[src/rtl/phymgmt_pkg.sv]
package phymgmt_pkg;

  // command word field positions
  localparam int CMD_PHY_LSB  = 12;
  localparam int CMD_PHY_W    = 4;
  localparam int CMD_REG_LSB  = 4;
  localparam int CMD_REG_W    = 4;
  localparam int CMD_WR_BIT   = 1;
  localparam int CMD_BUSY_BIT = 0;

  // PHY register file
  localparam int PREG_W = 16;

  localparam logic [CMD_REG_W-1:0] IDX_CTRL  = 4'd0;
  localparam logic [CMD_REG_W-1:0] IDX_STAT  = 4'd1;
  localparam logic [CMD_REG_W-1:0] IDX_ID_HI = 4'd2;
  localparam logic [CMD_REG_W-1:0] IDX_ID_LO = 4'd3;
  localparam logic [CMD_REG_W-1:0] IDX_ADV   = 4'd4;
  localparam logic [CMD_REG_W-1:0] IDX_LPA   = 4'd5;

  localparam logic [PREG_W-1:0] CTRL_RST_VAL  = 16'h3100;
  localparam logic [PREG_W-1:0] CTRL_CLR_MASK = 16'h8200;
  localparam int                CTRL_RST_BIT  = 15;
  localparam logic [PREG_W-1:0] STAT_FIXED    = 16'hFE28;
  localparam int                STAT_LINK_BIT = 2;
  localparam logic [PREG_W-1:0] ID_HI_VAL     = 16'h0044;
  localparam logic [PREG_W-1:0] ID_LO_VAL     = 16'h1400;
  localparam logic [PREG_W-1:0] LPA_VAL       = 16'h0DE0;

  // strobes from control to datapath
  typedef struct packed {
    logic                 cmdLoad;
    logic                 dataLoad;
    logic                 execRead;
    logic                 execWrite;
    logic [CMD_REG_W-1:0] regIdx;
  } mgmt_strobe_t;

endpackage

[src/rtl/phymgmt_ctrl.sv]
module phymgmt_ctrl
  import phymgmt_pkg::*;
#(
  parameter int ADDR_W = 2
) (
  input  logic                 clk,
  input  logic                 rst_n,
  input  logic                 busWrite,
  input  logic [ADDR_W-1:0]    busAddr,
  input  logic [CMD_PHY_W-1:0] phyAddr,
  input  logic [CMD_PHY_W-1:0] cmdPhy,
  input  logic [CMD_REG_W-1:0] cmdIdx,
  input  logic                 cmdWr,
  output mgmt_strobe_t         strb
);

  localparam logic [ADDR_W-1:0] SLOT_CMD  = ADDR_W'(0);
  localparam logic [ADDR_W-1:0] SLOT_DATA = ADDR_W'(1);

  logic pendQ;
  logic hit;

  // a command word written on this edge is executed on the next one
  always_ff @(posedge clk or negedge rst_n) begin
    if (!rst_n) pendQ <= 1'b0;
    else        pendQ <= busWrite && (busAddr == SLOT_CMD);
  end

  assign hit = pendQ && (cmdPhy == phyAddr);

  always_comb begin
    strb.cmdLoad   = busWrite && (busAddr == SLOT_CMD);
    strb.dataLoad  = busWrite && (busAddr == SLOT_DATA);
    strb.execRead  = hit && !cmdWr;
    strb.execWrite = hit && cmdWr;
    strb.regIdx    = cmdIdx;
  end

endmodule

[src/rtl/phymgmt_datapath.sv]
module phymgmt_datapath
  import phymgmt_pkg::*;
#(
  parameter int DATA_W = 32,
  parameter int ADDR_W = 2
) (
  input  logic              clk,
  input  logic              rst_n,
  input  mgmt_strobe_t      strb,
  input  logic [ADDR_W-1:0] busAddr,
  input  logic [DATA_W-1:0] busWdata,
  input  logic              linkUp,
  output logic [DATA_W-1:0] cmdWord,
  output logic [DATA_W-1:0] dataWord,
  output logic [DATA_W-1:0] busRdata
);

  localparam int PAD_W = DATA_W - PREG_W;

  logic [DATA_W-1:0] cmdQ, dataQ;
  logic [PREG_W-1:0] ctrlQ, advQ;
  logic [PREG_W-1:0] statusVal;
  logic [PREG_W-1:0] phyRdVal;
  logic              phyRdValid;
  logic [PREG_W-1:0] wrVal;

  assign wrVal = dataQ[PREG_W-1:0];

  always_comb begin
    statusVal = STAT_FIXED;
    statusVal[STAT_LINK_BIT] = linkUp;
  end

  // PHY register read decode
  always_comb begin
    phyRdValid = 1'b1;
    unique case (strb.regIdx)
      IDX_CTRL:  phyRdVal = ctrlQ;
      IDX_STAT:  phyRdVal = statusVal;
      IDX_ID_HI: phyRdVal = ID_HI_VAL;
      IDX_ID_LO: phyRdVal = ID_LO_VAL;
      IDX_ADV:   phyRdVal = advQ;
      IDX_LPA:   phyRdVal = LPA_VAL;
      default: begin
        phyRdVal   = '0;
        phyRdValid = 1'b0;
      end
    endcase
  end

  // command word: busy flag never stored
  always_ff @(posedge clk or negedge rst_n) begin
    if (!rst_n) begin
      cmdQ <= '0;
    end else if (strb.cmdLoad) begin
      cmdQ <= busWdata;
      cmdQ[CMD_BUSY_BIT] <= 1'b0;
    end
  end

  // data word: an executing read wins over a direct write
  always_ff @(posedge clk or negedge rst_n) begin
    if (!rst_n) begin
      dataQ <= '0;
    end else if (strb.execRead) begin
      dataQ <= phyRdValid ? {{PAD_W{1'b0}}, phyRdVal} : '0;
    end else if (strb.dataLoad) begin
      dataQ <= busWdata;
    end
  end

  // writable PHY registers
  always_ff @(posedge clk or negedge rst_n) begin
    if (!rst_n) begin
      ctrlQ <= CTRL_RST_VAL;
      advQ  <= '0;
    end else if (strb.execWrite) begin
      if (strb.regIdx == IDX_CTRL) begin
        if (wrVal[CTRL_RST_BIT]) begin
          ctrlQ <= CTRL_RST_VAL;
          advQ  <= '0;
        end else begin
          ctrlQ <= wrVal & ~CTRL_CLR_MASK;
        end
      end else if (strb.regIdx == IDX_ADV) begin
        advQ <= wrVal;
      end
    end
  end

  assign cmdWord  = cmdQ;
  assign dataWord = dataQ;

  always_comb begin
    if (busAddr == ADDR_W'(0))      busRdata = cmdQ;
    else if (busAddr == ADDR_W'(1)) busRdata = dataQ;
    else                            busRdata = '0;
  end

endmodule

[src/rtl/phy_mgmt_responder.sv]
module phy_mgmt_responder
  import phymgmt_pkg::*;
#(
  parameter int DATA_W = 32,
  parameter int ADDR_W = 2
) (
  input  logic              clk,
  input  logic              rst_n,
  input  logic              busWrite,
  input  logic [ADDR_W-1:0] busAddr,
  input  logic [DATA_W-1:0] busWdata,
  output logic [DATA_W-1:0] busRdata,
  input  logic              linkUp,
  input  logic [3:0]        phyAddr
);

  mgmt_strobe_t      strb;
  logic [DATA_W-1:0] cmdWord;
  logic [DATA_W-1:0] dataWord;

  phymgmt_ctrl #(.ADDR_W(ADDR_W)) u_ctrl (
    .clk     (clk),
    .rst_n   (rst_n),
    .busWrite(busWrite),
    .busAddr (busAddr),
    .phyAddr (phyAddr),
    .cmdPhy  (cmdWord[CMD_PHY_LSB +: CMD_PHY_W]),
    .cmdIdx  (cmdWord[CMD_REG_LSB +: CMD_REG_W]),
    .cmdWr   (cmdWord[CMD_WR_BIT]),
    .strb    (strb)
  );

  phymgmt_datapath #(.DATA_W(DATA_W), .ADDR_W(ADDR_W)) u_dp (
    .clk     (clk),
    .rst_n   (rst_n),
    .strb    (strb),
    .busAddr (busAddr),
    .busWdata(busWdata),
    .linkUp  (linkUp),
    .cmdWord (cmdWord),
    .dataWord(dataWord),
    .busRdata(busRdata)
  );

endmodule

[config.mk]
export PLATFORM = sky130hd
export DESIGN_NAME = phy_mgmt_responder
export DESIGN_NICKNAME = d
export VERILOG_FILES = /design/src/rtl/phymgmt_pkg.sv /design/src/rtl/phymgmt_ctrl.sv /design/src/rtl/phymgmt_datapath.sv /design/src/rtl/phy_mgmt_responder.sv
export SDC_FILE = /design/constraint.sdc
export NUM_CORES = 1
export LEC_CHECK = 0
export ABC_AREA = 1
export BUFFER_PORTS_ARGS = -buffer_cell sky130_fd_sc_hd__clkbuf_2
export CAP_MARGIN = 20
export CORE_UTILIZATION = 40
export CTS_CLUSTER_DIAMETER = 100
export DETAILED_ROUTE_END_ITERATION = 6
export PLACE_DENSITY = 0.69
export SKIP_LAST_GASP = 1
export SYNTH_ARGS = -nofsm -noshare
export SYNTH_HDL_FRONTEND = slang
export SYNTH_SLANG_ARGS = --single-unit
[constraint.sdc]
create_clock -name clk -period 4.9 [get_ports clk]
set_clock_uncertainty 0.2 [all_clocks]
set_input_delay 0.245 -clock clk [delete_from_list [all_inputs] [get_ports clk]]
set_output_delay 0.245 -clock clk [all_outputs]
set_load 0.02 [all_outputs]
Yosys cells after proc, flatten, opt, wreduce, memory -nomap -nowiden
Cells that the tools add are included.
{ "classes": {"add_sub_neg": 0, "n_mul": 0, "div_mod_pow": 0, "n_lt_le_gt_ge": 0, "eq_ne": 8, "shift": 0, "mux": 11, "n_bitwise": 0, "reduce_logical": 13} }
{ "ops": {"columns": ["cell", "count"], "rows": [
  ["$mux 32", 4],
  ["$pmux 16 s6", 1],
  ["$mux 16", 4],
  ["$mux 15", 1],
  ["$eq 4x2->1 const B", 2],
  ["$eq 4x3->1 const B", 2],
  ["$reduce_or 6->1", 1],
  ["$logic_and 1x1->1", 5],
  ["$eq 4x1->1 const B", 1],
  ["$eq 4x4->1", 1],
  ["$logic_not 4->1", 1],
  ["$reduce_bool 2->1", 2],
  ["$reduce_and 3->1", 1],
  ["$eq 2x1->1 const B", 1],
  ["$logic_not 2->1", 1],
  ["$ne 2x1->1 const B", 1],
  ["$reduce_and 2->1", 1],
  ["$logic_not 1->1", 1],
  ["$mux 1", 1]
]} }
{ "word_totals": {"ff_bits": 96, "latch_bits": 0, "mem_bits_rw": 0, "romBits": 0, "inputBits": 42, "wordCells": 37, "memories": 0} }

Logic depth before layout (Yosys ltp)
Gate-level depths: netlist of run 1.
{ "depth": {"ltp_word": 5, "depth_mapped": 11} }

Hierarchy
Synthesis of run 1 repeated with hierarchy kept, for this count alone.
{ "unflattened": {"cells_unflattened": 557, "hier_area_um2": 4566.9} }
{ "modules_own_cells": {"columns": ["module", "instances", "cells_per_inst", "area_per_inst_um2", "seq_area_each_um2"], "rows": [
  ["phymgmt_datapath", 1, 528, 4411.7, 2331.0],
  ["phymgmt_ctrl", 1, 29, 155.1, 25.0]
]} }

Worst setup path before layout of run 1
Ideal clock, no wire load.
{ "synth_path": {"path_type": "flip-flop to output port", "from": "register u_dp.cmdQ[1] (netlist: u_dp.cmdWord[1])", "to": "output port busRdata[1]", "arrival_time_ns": 1.218, "required_ns": 4.455, "slack_ns": 3.237, "path_stages_with_launch": 4, "path_buffers": 1, "cell_sequence": "dfrtp_1 inv_2 buf_1 o21ai_0"} }
{ "synth_between": {"elab_chain_cells": 1} }
{ "synth_rtl": {"columns": ["element", "line_no", "source"], "rows": [
  ["start, declared", "phymgmt_datapath.sv:20", "logic [DATA_W-1:0] cmdQ, dataQ;"],
  ["start signal, assigned", "phymgmt_datapath.sv:56", "cmdQ <= busWdata;"],
  ["$mux 32", "phymgmt_datapath.sv:95", "if (busAddr == ADDR_W'(0)) busRdata = cmdQ;"],
  ["end, declared", "phy_mgmt_responder.sv:12", "output logic [DATA_W-1:0] busRdata,"]
]} }
Every way passes these cells.

Worst setup path after layout of run 1
{ "layout_path": {"from": "register u_dp.cmdQ[5] (netlist: u_dp.cmdWord[5])", "to": "register u_dp.advQ[12]"} }
{ "layout_between": {"elab_chain_cells": 3, "elab_cells_between_ends": 6, "cone_classes": "2 x eq/ne; 1 x mux; 3 x reduce/logical"} }
{ "layout_rtl": {"columns": ["element", "line_no", "source"], "rows": [
  ["$logic_not 4->1 or $eq 4x3->1 (tied branches)", "phymgmt_datapath.sv:78, phymgmt_datapath.sv:85", null],
  ["$ne 2x1->1 (no line) or $reduce_bool 2->1 (tied branches)", null, null],
  ["$reduce_and 3->1 (no line)", null, null],
  ["end signal, assigned", "phymgmt_datapath.sv:86", "advQ <= wrVal;"],
  ["end, declared", "phymgmt_datapath.sv:21", "logic [PREG_W-1:0] ctrlQ, advQ;"]
]} }
Parallel ways exist; a longest one is shown, timed or not.
A chain may end at the register's enable or synchronous reset.

==> qor.yml, run 1 <==
grt:
  grt_use_total_pct: 21.78
  grt_max_degree: 49
  grt-ovfl-total: 0
  grt_antenna_before_repair: 0
  grt_pass1_wl_um: 21460
  grt_pass1_vias: 4400
worst_setup_path:
  regToRegStartpoint: "u_dp.cmdWord[5]"
  rrSetupSlack_ns: 2.00
  reg2reg_depth: 6
  crit_path_end_kind: "flop"
  critPathArrivalTime_ns: 2.91
  crit_path_start: "u_dp.cmdWord[5]"
  critPathKind: "flop to flop"
  cp-start-kind: "flop"
  reg2reg_to: "u_dp.advQ[12]"
  crit_fanout: 32
  crit_required_ns: 4.91
finish:
  final_nets: 742
  n_antenna_cell: 0
  layout_commonest_cell: "nand2_1"
  finalNonFillerCells: 848
  syn_to_final_growth_pct: 21.24
  mostFrequentLayoutCells: "nand2_1 (254), dfrtp_1 (91), clkbuf_2 (72), nand3_1 (70), dlygate4sd3_1 (33)"
  layout-drive-gt1-share_pct: 19.01
power_and_ir_drop:
  total_power_w: 0.002062
  p_leak_nw: 3.002
  power_density_nw_per_um2: 354.7
  irDropWorstVdd_mv: 0.1979
sta:
  fin_tns_setup_ns: 0
  finalSetupViolCount: 0
  maxSlewViolCount: 0
  hold_violations: 0
  layout_min_cycle_time_ns: 2.904
  period_share_pct: 59.27
  fmax_mhz: 344.3
  worstMarginPinSlew_ns: 0.8401
  relSlewSlack_pct: 43.93
  setup_ws_ns: 1.996
  rsz0062_at_grt: "no"
  hold_ws_ns: 0.08305
detailed_routing:
  dr.pass1.iters: 7
  drtIter0Drc: 280
  ant_nets: 0
  viasPerCell: 5.300
  wire_per_inst_um: 15.34
  dr_total_vias: 4494
  route.detailed.drc: 1
  wirelength_um: 13010
floorplan:
  core_area_sq_um: 11560
  fp.dieH_um: 111.5
  die_area_sq_um: 12430
  initial_core_util_pct: 41.47
  rows: 39
  die_w_um: 111.5
  io-pin-count: 74
cts:
  htreeDepth: 3
  clkSlewWorstSetupHoldPaths_ns: 0.07
  cts_root_buf: "clkbuf_16"
  clk_latency_ns: 0.35
  cts_tree: "built"
  numCtsBuffers: 9
  cts_setup_buffers: 0
  cts_buffer_depth: 2
  cts_hold_buf: 33
  cts_sinks: 94
  post_cts_resized: 0
logic_synthesis:
  syn_avg_cell_area_sq_um: 7.849
  synth_fp_nets: 653
  yosys-top-cells-area: "dfrtp_1 (47%), nand2_1 (20%), nand3_1 (7.3%), a22o_1 (4.0%), o21ai_2 (3.1%)"
  synth-seq-cells: 94
  synth_cells: 611
  synth_top_cell_area_share_pct: 47.48
  synth_warnings: 0
  yosys.area.top_type: "dfrtp_1"
  synth-seq-area-share_pct: 49.13
  synth_area_sq_um: 4796
  ys_types: 27
min_path:
  whs_endpoint: "u_dp.cmdWord[7]"
  hold_path_depth: 5
  hp-start: "busWrite"
  hold_path.class: "input port to flop"
job:
  cap_violations: 0
place:
  gp_congestion: 0.8392
  post-dp-hpwl_um: 8375
  port_buffers: 73
  dp.cells: 799
  place_ws_ns: 2.070
run_status:
  violations: "design-rule violations"
  status: "finished with violations"
[through the flow]
stage	cell area (sq um)	util [%]
after global routing	5814	50.28
after detailed placement	5201	44.97
final	5814	50.28
after floorplan	4796	-
after global placement	5201	44.97
after CTS	5814	50.28
[layer usage]
metal | up-vias | global-route usage, % | wire length [um]
li1 | 2164 | - | -
met1 | 2126 | 27.06 | 5436
met2 | 187 | 37.08 | 6295
met3 | 17 | 5.988 | 1055
met4 | 0 | 6.306 | 224
met5 | - | 0 | 0
[state kept, by name (all words and copies together) (netlist names)]
register	count
u_dp.dataWord	32
u_dp.cmdWord	31
u_dp.advQ	16
u_dp.ctrlQ	14
u_ctrl.pendQ	1
[how the worst max path moves through the flow]
stage,slack [ns],to,cells past startpoint
2_1_floorplan,3.24,busRdata[1],3
3_3_place_gp,2.08,u_dp.advQ[12],6
3_5_place_dp,2.07,u_dp.advQ[4],6
4_1_cts,2.03,u_dp.advQ[12],6
5_1_grt,1.82,u_dp.advQ[15],6
6_report,2.00,u_dp.advQ[12],6
[logic make-up (layout without fill, tap and decap cells)]
| logic type | Yosys count | in the layout | synth area share (%) |
|---|---|---|---|
| and+or+nand+nor | 356 | 356 | 31.54 |
| DFF | 94 | 94 | 49.13 |
| AOI/OAI and AO/OA | 92 | 92 | 12.78 |
| buffers and inverters | 69 | 163 | 6.548 |
[power breakdown]
part | switching, W | internal (W)
Clock | 0.000312 | 0.000361
Combinational | 0.000284 | 0.000151
Sequential | 0.0000811 | 0.000873
Total | 0.000677 | 0.00139
[cell type report]
class	count	area, sq um
inverters	36	135.1
repair buffers	111	735.7
well taps	143	178.9
flip-flops and latches	94	2356
fillers	1084	5751
clock buffers	10	239.0
multi-input cells	448	2126
clock inverters	6	43.79
[worst max-delay path, cell delays in order, from the launching register on]
cell and delay, ns:
dfrtp_1 0.46, nor2_4 0.54, nand2_4 0.30, o21ai_2 0.21, nand3_2 0.66, nand2_1 0.31, o21ai_2 0.08
[cell usage after synthesis]
cell type,count
o21ai_2,17
nand2_1,254
a22o_1,22
inv_1,29
a21oi_1,18
buf_4,2
nand4_2,1
inv_2,7
nand2_4,1
o211ai_1,2
clkbuf_1,11
o22ai_1,1
o21ai_1,14
nand4_1,5
nand3_2,1
nor2_1,14
buf_6,4
nor2_2,4
nand2_2,2
nand3_1,70
o21ai_0,18
buf_1,2
nor2_4,3
buf_2,14
nand3b_4,1
dfrtp_1,91
dfstp_2,3
Power figures use the tool's default switching activity.
==> run 2, diff against run 1 <==
--- a/config.mk
+++ b/config.mk
@@ -5,13 +5,13 @@
 export SDC_FILE = /design/constraint.sdc
 export NUM_CORES = 1
 export LEC_CHECK = 0
-export ABC_AREA = 1
+export ABC_AREA = 0
 export BUFFER_PORTS_ARGS = -buffer_cell sky130_fd_sc_hd__clkbuf_2
 export CAP_MARGIN = 20
 export CORE_UTILIZATION = 40
 export CTS_CLUSTER_DIAMETER = 100
 export DETAILED_ROUTE_END_ITERATION = 6
-export PLACE_DENSITY = 0.69
+export PLACE_DENSITY = 0.71
 export SKIP_LAST_GASP = 1
 export SYNTH_ARGS = -nofsm -noshare
 export SYNTH_HDL_FRONTEND = slang
==> constraint.sdc (replaced) <==
create_clock -name clk -period 2.34 [get_ports clk]
set_clock_uncertainty 0.2 [all_clocks]
set_input_delay 0.117 -clock clk [delete_from_list [all_inputs] [get_ports clk]]
set_output_delay 0.117 -clock clk [all_outputs]
set_load 0.02 [all_outputs]
==> qor.yml, run 2 <==
detailed_routing:
  wirelength_um: 11690  # -10%
  drtIter0Drc: 124  # -56%
  dr_total_vias: 3579  # -20%
  ant_nets: 0  # unchanged
  route.detailed.drc: 6  # +5
  viasPerCell: 5.225  # -1.4%
  wire_per_inst_um: 17.06  # +11%
  dr.pass1.iters: 7  # unchanged
cts:
  cts_buffer_depth: 2  # unchanged
  clk_latency_ns: 0.34  # about the same
  numCtsBuffers: 9  # unchanged
  clkSlewWorstSetupHoldPaths_ns: 0.06  # about the same
  cts_tree: "built"
  htreeDepth: 3  # unchanged
  cts_root_buf: "clkbuf_16"
  cts_sinks: 94  # unchanged
  cts_setup_buffers: 0  # unchanged
logic_synthesis:
  yosys.area.top_type: "dfrtp_1"
  synth_edf_count: 0  # unchanged
  async_flop_share_pct: 100.0  # unchanged
  synth_area_sq_um: 4843  # +0.99%
  synth-seq-cells: 94  # unchanged
  synth_fp_nets: 471  # -28%
  yosys-top-cells-area: "dfrtp_1 (47%), mux2i_1 (14%), mux2_2 (12%), nor2_1 (3.0%), nand2_1 (2.9%)"
  synth-seq-area-share_pct: 48.64  # -0.48 points
  synth_cells: 429  # -30%
  synth_warnings: 0  # unchanged
  syn_avg_cell_area_sq_um: 11.29  # +44%
  ys_types: 38  # +41%
  synth_common_cells: "dfrtp_1 (91), mux2i_1 (70), mux2_2 (51)"
  synth_top_cell_area_share_pct: 47.02  # -0.47 points
  synth_flop_cell: "dfrtp_1"
  post-synth-top-count-cell: "dfrtp_1"
worst_setup_path:
  crit_fanout: 8  # -75%
  cp-start-kind: "flop"
  critPathKind: "flop to flop"
  crit_path_end_kind: "flop"
  crit_required_ns: 2.36  # -2.55 ns
  critPathArrivalTime_ns: 2.21  # -0.70 ns
power_and_ir_drop:
  p_leak_nw: 2.911  # -3.0%
  power_density_nw_per_um2: 753.4  # +110%
  pwr-share-clk_pct: 31.7  # -0.9 points
  combinationalPowerShare_pct: 23.6  # +2.5 points
  pwr-share-seq_pct: 44.8  # -1.5 points
  switching_power_w: 0.001344  # +99%
  irDropWorstVdd_mv: 0.4749  # +140%
  p_sw_share_pct: 29.56  # -3.3 points
  p_int_w: 0.003201  # +130%
place:
  place_ws_ns: 0.1580  # -1.912 ns
  gp_congestion: 0.7456  # -11%
  port_buffers: 73  # unchanged
  placed_cell_area_sq_um: 5413  # +4.1%
  post-dp-hpwl_um: 7792  # -7.0%
grt:
  grt_pass1_vias: 3846  # -13%
  grt_antenna_before_repair: 0  # unchanged
  grt_max_degree: 50  # +2.0%
  grt-ovfl-total: 0  # unchanged
  grt_use_total_pct: 19.98  # -1.8 points
  grt_pass1_wl_um: 19580  # -8.8%
sta:
  hold_violations: 0  # unchanged
  fmax_mhz: 456.4  # +33%
  rsz0062_at_grt: "no"
  maxSlewViolCount: 0  # unchanged
  worstMarginPinSlew_ns: 0.7274  # -0.1127 ns
  layout_min_cycle_time_ns: 2.191  # -0.7131 ns
  setup_ws_ns: 0.1489  # -1.847 ns
  hold_ws_ns: 0.06394  # -0.01911 ns
  fin_tns_setup_ns: 0  # unchanged
  relSlewSlack_pct: 51.36  # +7.4 points
  finalSetupViolCount: 0  # unchanged
  period_share_pct: 93.64  # +34 points
finish:
  syn_to_final_growth_pct: 24.54
  fin_area_sq_um: 6032  # +3.7%
  layout-drive-gt1-share_pct: 32.66  # +14 points
  layout_commonest_cell: "dfrtp_1"
  mostFrequentLayoutCells: "dfrtp_1 (91), clkbuf_2 (72), mux2i_1 (70), mux2_2 (51), nor2_1 (39)"
  largest_reg_flops: 32  # unchanged
  n_antenna_cell: 0  # unchanged
  final_nets: 580  # -22%
  fillers: 1047  # -3.4%
  post-route-util_pct: 51.94  # +1.7 points
floorplan:
  fp.dieH_um: 112.0  # +0.49%
  die_area_sq_um: 12550  # +0.98%
  rows: 39  # unchanged
  core_area_sq_um: 11610  # +0.42%
  initial_core_util_pct: 41.70  # +0.24 points
  die_w_um: 112.0  # +0.49%
  io-pin-count: 74  # unchanged
run_status:
  status: "finished with violations"
  violations: "design-rule violations"
job:
  cap_violations: 0  # unchanged
min_path:
  hold_path.class: "input port to flop"
## run 2: cell types whose count changed after synthesis, moves of 14 or more
cell,change
mux2i_1,+70
nand3_1,-69
mux2_2,+51
nor2_1,+25
o21ai_2,-17
a22o_1,-22
inv_1,-22
o21ai_1,-14
nor2b_1,+19
nand2_1,-216
## run 2: stage by stage
stage	std cells	total power, W
2_1_floorplan	429	0.002723
3_3_place_gp	637	0.003045
3_5_place_dp	637	0.003089
4_1_cts	685	0.004583
5_1_grt	685	0.004772
6_report	685	0.004545
## run 2: final cells by class
class / count / area (sq um) / share of cell area, %
Sequential cell: 94 / 2356 / 39.06
Multi-Input combinational cell: 296 / 2303 / 38.19
Timing Repair Buffer: 130 / 878.3 / 14.56
Clock buffer: 10 / 239.0 / 3.962
Tap cell: 143 / 178.9 / 2.966
Clock inverter: 5 / 50.05 / 0.8297
Inverter: 7 / 26.28 / 0.4356
## run 2: cell families after synthesis
| logic type | Yosys count | synth area share, % |
|---|---|---|
| buffers and inverters | 39 | 4.082 |
| XOR/XNOR | 4 | 0.7235 |
| flip-flops | 94 | 48.64 |
| AND/OR/NAND/NOR | 125 | 13.20 |
| multiplexers | 129 | 28.73 |
| AO/OA/AOI/OAI | 38 | 4.624 |
## run 2: critical path, cell delays in order, from the launching register on
cell     delay, ns
dfrtp_1       0.40
xnor2_1       0.17
nand3_1       0.18
or4b_1        0.59
buf_4         0.21
mux2_1        0.31
## run 2: per-layer routing
metal	track usage, %	routed length (um)	vias up
met5	0	0	-
met4	5.333	98	0
met3	4.482	516	9
met2	32.92	5500	86
met1	26.70	5571	1795
li1	-	-	1689
## run 2: timing repair
| action | 4_1_cts | 5_1_grt |
|---|---|---|
| hold buffers | 33 | 0 |
| hold endpoints to repair | 108 | 0 |
| gates resized for setup | 0 | 0 |
## run 2: power by group through the flow
stage                     sequential (W)  clock, W  combinational, W
after floorplan                  0.00200         0          0.000725
after global routing             0.00207   0.00152           0.00118
after global placement           0.00204         0           0.00100
after CTS                        0.00204   0.00147           0.00108
after detailed placement         0.00206         0           0.00103
final                            0.00204   0.00144           0.00107
## run 2: final timing paths
check / slack [ns] / start / endpoint / cells after the start
min reg2reg: 0.28 / u_dp.ctrlQ[13] / u_dp.ctrlQ[13] / 2
max reg2reg: 0.15 / u_dp.cmdWord[14] / u_dp.ctrlQ[0] / 5
max: 0.15 / u_dp.cmdWord[14] / u_dp.ctrlQ[0] / 5
min: 0.06 / busAddr[1] / u_ctrl.pendQ / 3
min in group asynchronous: 0.15 / rst_n / u_dp.dataWord[3] / 2
max in group asynchronous: 1.11 / rst_n / u_dp.ctrlQ[8] / 3
